[src/rtl/dcw_pkg.sv]
// Package: shared sequencer state encoding for the chain writer.
// Assumes: nothing beyond the importing modules using the same encoding.
package dcw_pkg;
    typedef enum logic [2:0] {
        ST_IDLE,
        ST_SEL_SETUP,
        ST_CLK_LOW,
        ST_CLK_HIGH,
        ST_LOAD_WAIT,
        ST_DESEL_HOLD,
        ST_DONE
    } dcw_state_e;
endpackage

[src/rtl/dcw_phase_timer.sv]
// Module: down-counting phase timer. Loading value V makes `expired`
// assert in the V+1-th cycle after the load edge, so a state that loads
// duration-1 on entry lasts exactly `duration` cycles.
// Assumes: load has priority; the counter rests at zero.
module dcw_phase_timer #(
    parameter int CNT_W = 4
) (
    input  logic             clk,
    input  logic             rst_n,
    input  logic             load,
    input  logic [CNT_W-1:0] load_val,
    output logic             expired
);
    logic [CNT_W-1:0] cnt_q;

    // Count the loaded duration down to zero and hold there.
    always_ff @(posedge clk) begin
        if (!rst_n)
            cnt_q <= '0;
        else if (load)
            cnt_q <= load_val;
        else if (cnt_q != '0)
            cnt_q <= cnt_q - 1'b1;
    end

    assign expired = (cnt_q == '0);
endmodule

[src/rtl/dcw_frame_shifter.sv]
// Module: frame shift register and bit counter. Captures the whole frame
// in parallel, presents its MSB on sdo and shifts left on request.
// Assumes: capture and shift are never requested together.
module dcw_frame_shifter #(
    parameter int FRAME_W = 48
) (
    input  logic               clk,
    input  logic               rst_n,
    input  logic               capture,
    input  logic [FRAME_W-1:0] frame_in,
    input  logic               shift,
    output logic               sdo,
    output logic               last_bit
);
    localparam int BC_W = $clog2(FRAME_W + 1);

    logic [FRAME_W-1:0] shreg_q;
    logic [BC_W-1:0]    bit_cnt_q;

    // Load the frame on capture, move one bit toward the MSB on shift.
    always_ff @(posedge clk) begin
        if (!rst_n) begin
            shreg_q   <= '0;
            bit_cnt_q <= '0;
        end else if (capture) begin
            shreg_q   <= frame_in;
            bit_cnt_q <= '0;
        end else if (shift) begin
            shreg_q   <= {shreg_q[FRAME_W-2:0], 1'b0};
            bit_cnt_q <= bit_cnt_q + 1'b1;
        end
    end

    assign sdo      = shreg_q[FRAME_W-1];
    assign last_bit = (bit_cnt_q == BC_W'(FRAME_W - 1));

    AST_SHIFT_IN_FRAME: assert property (@(posedge clk) disable iff (!rst_n)
        shift |-> (bit_cnt_q < BC_W'(FRAME_W)));
    AST_CAPTURE_EXCLUSIVE: assert property (@(posedge clk) disable iff (!rst_n)
        capture |-> !shift);
endmodule

[src/rtl/dcw_sequencer.sv]
// Module: link sequencer. Walks idle, select setup, clock low/high per bit,
// load wait, deselect hold and done. It times each phase through the
// phase timer and drives registered link outputs from the next state.
// Assumes: every timing parameter is at least 1.
module dcw_sequencer
    import dcw_pkg::*;
#(
    parameter int T_SEL_SU   = 2,
    parameter int T_DATA_SU  = 5,
    parameter int T_CLK_LOW  = 4,
    parameter int T_CLK_HIGH = 4,
    parameter int T_LOAD     = 4,
    parameter int T_DESEL    = 5,
    parameter int TW         = 4
) (
    input  logic          clk,
    input  logic          rst_n,
    input  logic          start,
    input  logic          expired,
    input  logic          last_bit,
    output logic          tmr_load,
    output logic [TW-1:0] tmr_val,
    output logic          capture,
    output logic          shift,
    output logic          sclk,
    output logic          sel_n,
    output logic          busy,
    output logic          done
);
    localparam int LOW_CYC = (T_CLK_LOW > T_DATA_SU) ? T_CLK_LOW : T_DATA_SU;

    dcw_state_e state_q, state_d;

    // Choose the next phase and the duration to load on entry to it.
    always_comb begin
        state_d  = state_q;
        tmr_load = 1'b0;
        tmr_val  = '0;
        capture  = 1'b0;
        shift    = 1'b0;
        case (state_q)
            ST_IDLE: if (start) begin
                state_d  = ST_SEL_SETUP;
                capture  = 1'b1;
                tmr_load = 1'b1;
                tmr_val  = TW'(T_SEL_SU - 1);
            end
            ST_SEL_SETUP: if (expired) begin
                state_d  = ST_CLK_LOW;
                tmr_load = 1'b1;
                tmr_val  = TW'(LOW_CYC - 1);
            end
            ST_CLK_LOW: if (expired) begin
                state_d  = ST_CLK_HIGH;
                tmr_load = 1'b1;
                tmr_val  = TW'(T_CLK_HIGH - 1);
            end
            ST_CLK_HIGH: if (expired) begin
                shift    = 1'b1;
                tmr_load = 1'b1;
                if (last_bit) begin
                    state_d = ST_LOAD_WAIT;
                    tmr_val = TW'(T_LOAD - 1);
                end else begin
                    state_d = ST_CLK_LOW;
                    tmr_val = TW'(LOW_CYC - 1);
                end
            end
            ST_LOAD_WAIT: if (expired) begin
                state_d  = ST_DESEL_HOLD;
                tmr_load = 1'b1;
                tmr_val  = TW'(T_DESEL - 1);
            end
            ST_DESEL_HOLD: if (expired) state_d = ST_DONE;
            ST_DONE:       state_d = ST_IDLE;
            default:       state_d = ST_IDLE;
        endcase
    end

    // Advance the state and register link outputs decoded from the next state.
    always_ff @(posedge clk) begin
        if (!rst_n) begin
            state_q <= ST_IDLE;
            sclk    <= 1'b0;
            sel_n   <= 1'b1;
            busy    <= 1'b0;
            done    <= 1'b0;
        end else begin
            state_q <= state_d;
            sclk    <= (state_d == ST_CLK_HIGH);
            sel_n   <= !(state_d == ST_SEL_SETUP || state_d == ST_CLK_LOW ||
                         state_d == ST_CLK_HIGH  || state_d == ST_LOAD_WAIT);
            busy    <= (state_d != ST_IDLE);
            done    <= (state_d == ST_DONE);
        end
    end

    AST_DONE_PULSE: assert property (@(posedge clk) disable iff (!rst_n)
        done |=> !done);
    AST_DONE_DESELECTED: assert property (@(posedge clk) disable iff (!rst_n)
        done |-> (sel_n && busy));
endmodule

[src/rtl/dac_chain_writer.sv]
// Module: top of the daisy-chain DAC writer. Device d of the chain (0 next
// to the host) sits in codes[2*CODE_W*d +: 2*CODE_W], channel A high. The
// top bit of the bus is therefore the farthest device's channel A MSB, and
// the bus is the serial frame as is, sent MSB first.
// Assumes: 1 <= NUM_DEV <= 8 and all timing parameters >= 1.
module dac_chain_writer #(
    parameter int NUM_DEV    = 2,
    parameter int CODE_W     = 12,
    parameter int T_SEL_SU   = 2,
    parameter int T_DATA_SU  = 5,
    parameter int T_CLK_LOW  = 4,
    parameter int T_CLK_HIGH = 4,
    parameter int T_LOAD     = 4,
    parameter int T_DESEL    = 5
) (
    input  logic                         clk,
    input  logic                         rst_n,
    input  logic                         start,
    input  logic [2*CODE_W*NUM_DEV-1:0]  codes,
    output logic                         sclk,
    output logic                         sdo,
    output logic                         sel_n,
    output logic                         busy,
    output logic                         done
);
    localparam int FRAME_W = 2 * CODE_W * NUM_DEV;
    localparam int LOW_CYC = (T_CLK_LOW > T_DATA_SU) ? T_CLK_LOW : T_DATA_SU;
    localparam int MAX_A   = (T_SEL_SU > LOW_CYC) ? T_SEL_SU : LOW_CYC;
    localparam int MAX_B   = (T_CLK_HIGH > T_LOAD) ? T_CLK_HIGH : T_LOAD;
    localparam int MAX_C   = (MAX_A > MAX_B) ? MAX_A : MAX_B;
    localparam int MAX_D   = (MAX_C > T_DESEL) ? MAX_C : T_DESEL;
    localparam int TW      = $clog2(MAX_D + 1);
    localparam int HW      = $clog2(T_CLK_HIGH + 2);

    logic          tmr_load, expired, capture, shift, last_bit;
    logic [TW-1:0] tmr_val;

    dcw_phase_timer #(.CNT_W(TW)) u_timer (
        .clk      (clk),
        .rst_n    (rst_n),
        .load     (tmr_load),
        .load_val (tmr_val),
        .expired  (expired)
    );

    dcw_frame_shifter #(.FRAME_W(FRAME_W)) u_shifter (
        .clk      (clk),
        .rst_n    (rst_n),
        .capture  (capture),
        .frame_in (codes),
        .shift    (shift),
        .sdo      (sdo),
        .last_bit (last_bit)
    );

    dcw_sequencer #(
        .T_SEL_SU   (T_SEL_SU),
        .T_DATA_SU  (T_DATA_SU),
        .T_CLK_LOW  (T_CLK_LOW),
        .T_CLK_HIGH (T_CLK_HIGH),
        .T_LOAD     (T_LOAD),
        .T_DESEL    (T_DESEL),
        .TW         (TW)
    ) u_seq (
        .clk      (clk),
        .rst_n    (rst_n),
        .start    (start),
        .expired  (expired),
        .last_bit (last_bit),
        .tmr_load (tmr_load),
        .tmr_val  (tmr_val),
        .capture  (capture),
        .shift    (shift),
        .sclk     (sclk),
        .sel_n    (sel_n),
        .busy     (busy),
        .done     (done)
    );

    // Measure the length of each serial clock high phase for the check below.
    logic [HW-1:0] hi_run_q;
    always_ff @(posedge clk) begin
        if (!rst_n || !sclk)
            hi_run_q <= '0;
        else if (hi_run_q != '1)
            hi_run_q <= hi_run_q + 1'b1;
    end

    AST_CLK_ONLY_SELECTED: assert property (@(posedge clk) disable iff (!rst_n)
        sel_n |-> !sclk);
    AST_HIGH_PHASE_LEN: assert property (@(posedge clk) disable iff (!rst_n)
        $fell(sclk) |-> (hi_run_q == HW'(T_CLK_HIGH)));
    AST_DATA_ON_FALL: assert property (@(posedge clk) disable iff (!rst_n)
        (!$stable(sdo) && !sel_n) |-> ($fell(sclk) || $fell(sel_n)));
    AST_BUSY_HOLDS: assert property (@(posedge clk) disable iff (!rst_n)
        (busy && !done) |=> busy);
endmodule

[config.mk]
export PLATFORM = sky130hd
export DESIGN_NAME = dac_chain_writer
export DESIGN_NICKNAME = d
export VERILOG_FILES = /design/src/rtl/dcw_pkg.sv /design/src/rtl/dcw_phase_timer.sv /design/src/rtl/dcw_frame_shifter.sv /design/src/rtl/dcw_sequencer.sv /design/src/rtl/dac_chain_writer.sv
export SDC_FILE = /design/constraint.sdc
export NUM_CORES = 1
export LEC_CHECK = 0
export BUFFER_PORTS_ARGS = -buffer_cell sky130_fd_sc_hd__buf_4
export CAP_MARGIN = 20
export CELL_PAD_IN_SITES_DETAIL_PLACEMENT = 1
export CELL_PAD_IN_SITES_GLOBAL_PLACEMENT = 2
export CORE_MARGIN = 4
export CORE_UTILIZATION = 29
export DETAILED_ROUTE_END_ITERATION = 6
export HOLD_SLACK_MARGIN = 0.08
export PLACE_DENSITY_LB_ADDON = 0.3
export SKIP_LAST_GASP = 1
export SLEW_MARGIN = 20
export SYNTH_ARGS = -nofsm -noshare
export SYNTH_HDL_FRONTEND = slang
export SYNTH_SLANG_ARGS = --single-unit
[constraint.sdc]
create_clock -name clk -period 1.7 [get_ports clk]
set_clock_uncertainty 0.15 [all_clocks]
set_input_delay 0.255 -clock clk [delete_from_list [all_inputs] [get_ports clk]]
set_output_delay 0.255 -clock clk [all_outputs]
set_load 0.01 [all_outputs]
==> results.ini <==
[status]
status=complete, but fails checks
violations=negative setup slack

[timing]
slew_headroom=0.785
tightest_slew_ns=0.320
period_share=1.05
hold_viol=0
maxSlewViolCount=0
fin_crit_ns=1.78
fmax_ghz=0.562
rsz0062_at_grt=true
finalWorstSetupSlack_ns=-0.0778
setup_violations=42
fin_hold_ws_ns=0.178
setup_tns_ns=-0.762

[global_route]
grt_pass1_wl_mm=15.4
grt_overflow=0
grt_util_all_layers=0.165
grt_max_degree=28
grt_pass1_vias=3125
antenna_found_initial=0

[logic_synthesis]
synth_commonest_cells=nand2_1, dfxtp_1, nand3_1
synth_enable_flop_cells=0
synth-seq-cells=64
post_synth.cell_area_avg_um2=8.22
syn-cell-area_mm2=0.00297
async_flop_share=0
syn_nets=415
synth_cell_types=34
yosys_most_used_dff=dfxtp_1
syn_inst=361
synth_area_leaders=dfxtp_1, o211a_1, nand2_1, nand3_1, clkbuf_1
yosysTopAreaCellShare=0.432
synth_warnings=0
synth_largest_area_cell=dfxtp_1
yosysSeqAreaShare=0.432
synthMostInstantiatedCell=nand2_1

[drt]
post_drt_wl_per_cell_um=16.7
route.detailed.drc=0
drt_iter0_drc=107
drt_wl_total_mm=10.5
drt_first_pass_iters=4
dr_total_vias=3074
antenna_left=0
vias_per_cell=4.92

[final_layout]
area_growth_pct=73.3
n_antenna_cell=0
stdcell_area_mm2=0.00514
final_cells=625
layout.nets=541
drive_above_1_share=0.388

[placed_design]
place_congestion=0.764
placed_cell_area_mm2=0.00367
dp.cells=545
port_buffers=55
pre_cts_ws_ns=-0.128
post-dp-hpwl_mm=5.36

[clock_tree]
cts_sinks=64
cts_max_path_buffers=2
clock-root-buffer=clkbuf_8
cts_buffers=9
cts_tree=done
clk_latency_ns=0.35
path_clk_slew_ns=0.07
htree_levels=3

[flow_run]
drv_cap=0

[floorplan]
core_mm2=0.00986
io_pins=56
rows=36
start_util=0.301
dieHeight_um=109
die_area_mm2=0.0119
die-width_um=109

[setup_path]
cp-end-kind=flop
cpMostUsedCell=ha_4
critPathKind=reg -> reg
path_cells=inv_2 > ha_4 > ha_4 > and4b_4 > buf_6 > nand4_1 > xor2_1 > nor2_1
max_stage_delay_ns=0.32
cp_max_fo=5
cp.arrival_ns=1.86
crit_path_start_kind=flop
worstPathRequired_ns=1.79
reg2reg_slack_ns=-0.08
cp_slowest_cell=dfxtp_2

[power_and_ir_drop]
power_density_mw_per_mm2=1280
p_leak_nw=2.78
vdd_drop_max_v=0.000551

[worst_hold_path]
hp-class=in -> reg

cell usage in the layout (no fill, tap or decap), types with 3 or more instances in the layout:
cell type | netlist | routed
buf_12 | 0 | 8
clkbuf_8 | 0 | 11
buf_4 | 0 | 75
clkbuf_16 | 0 | 5
nand2_2 | 0 | 7
o21ai_1 | 0 | 3
nor2_1 | 12 | 11
nand3_2 | 0 | 25
ha_4 | 0 | 3
a21oi_1 | 4 | 3
nand2_4 | 0 | 21
inv_1 | 8 | 6
dfxtp_1 | 64 | 58
nand4_1 | 3 | 3
xnor2_1 | 4 | 3
nand2_1 | 102 | 74
buf_6 | 5 | 5
dlygate4sd3_1 | 0 | 48
dfxtp_2 | 0 | 6
nand3_1 | 51 | 26
o211a_1 | 47 | 47
buf_16 | 0 | 5
cells by family after synthesis:
| group | after synthesis | share of synthesized area |
|---|---|---|
| AND/OR/NAND/NOR | 182 | 0.270 |
| AO/OA/AOI/OAI | 66 | 0.202 |
| flip-flops | 64 | 0.432 |
| buffers and inverters | 40 | 0.0662 |
| XOR/XNOR | 6 | 0.0177 |
| adder cells (fa/ha/maj) | 3 | 0.0127 |
stage by stage:
step                 util  total power, mW
floorplan               -             3.50
global placement    0.372             4.10
detailed placement  0.372             4.18
CTS                 0.467             5.99
global route        0.521             7.01
finish              0.521             6.57
per-layer routing:
layer,GRT usage,up-vias,part of all wire,wire length [um]
met1,0.215,1503,0.45,4740
met4,0.0406,0,0.0071,74
met2,0.273,53,0.50,5240
li1,-,1513,-,-
met3,0.0438,5,0.038,393
met5,0,-,0,0
registers in the layout, indices dropped and copies added, names as in the netlist:
signal and cells:
u_shifter.shreg_q 48, u_shifter.bit_cnt_q 6, u_seq.state_q 3, u_timer.cnt_q 3, u_seq.busy 1, u_seq.done 1, u_seq.sclk 1, u_seq.sel_n 1
layout make-up:
| type | instances | area (um2) |
|---|---|---|
| clock inverter | 3 | 40.0 |
| sequential | 64 | 1290 |
| inverter | 8 | 30.0 |
| clock buffer | 13 | 159 |
| tap | 133 | 166 |
| multi-input combinational | 258 | 1930 |
| fill | 1068 | 4720 |
| timing repair buffer | 146 | 1520 |
worst paths after layout:
kind / start / cells after the start / endpoint
min reg2reg: u_shifter.shreg_q[0] / 2 / u_shifter.shreg_q[0]
max reg2reg: u_timer.cnt_q[0] / 8 / u_shifter.bit_cnt_q[4]
min: rst_n / 3 / u_shifter.bit_cnt_q[0]
max: u_timer.cnt_q[0] / 8 / u_shifter.bit_cnt_q[4]
power by group:
| part | total, mW | switching, mW | internal [mW] |
|---|---|---|---|
| combinational | 3.01 | 1.42 | 1.59 |
| clock | 1.36 | 0.605 | 0.755 |
| sequential | 2.20 | 0.285 | 1.91 |
| total | 6.57 | 2.31 | 4.26 |
timing repair:
action	4_1_cts	5_1_grt
setup endpoints to repair	62	63
gates resized for setup	29	95
setup buffers	3	1
endpoints found under the hold margin	48	0
hold buffers	48	0
pin swaps	11	47
cloned	5	8
worst max-delay path: cells and delay by family, from the launching register on:
kind,cells,cell delay (ns)
adders and majority gates,2,0.26
and+or+nand+nor,3,0.49
buffers and inverters,2,0.22
DFF,1,0.32
xor gates and xnor gates,1,0.20
(Power assumes the default switching activity.)
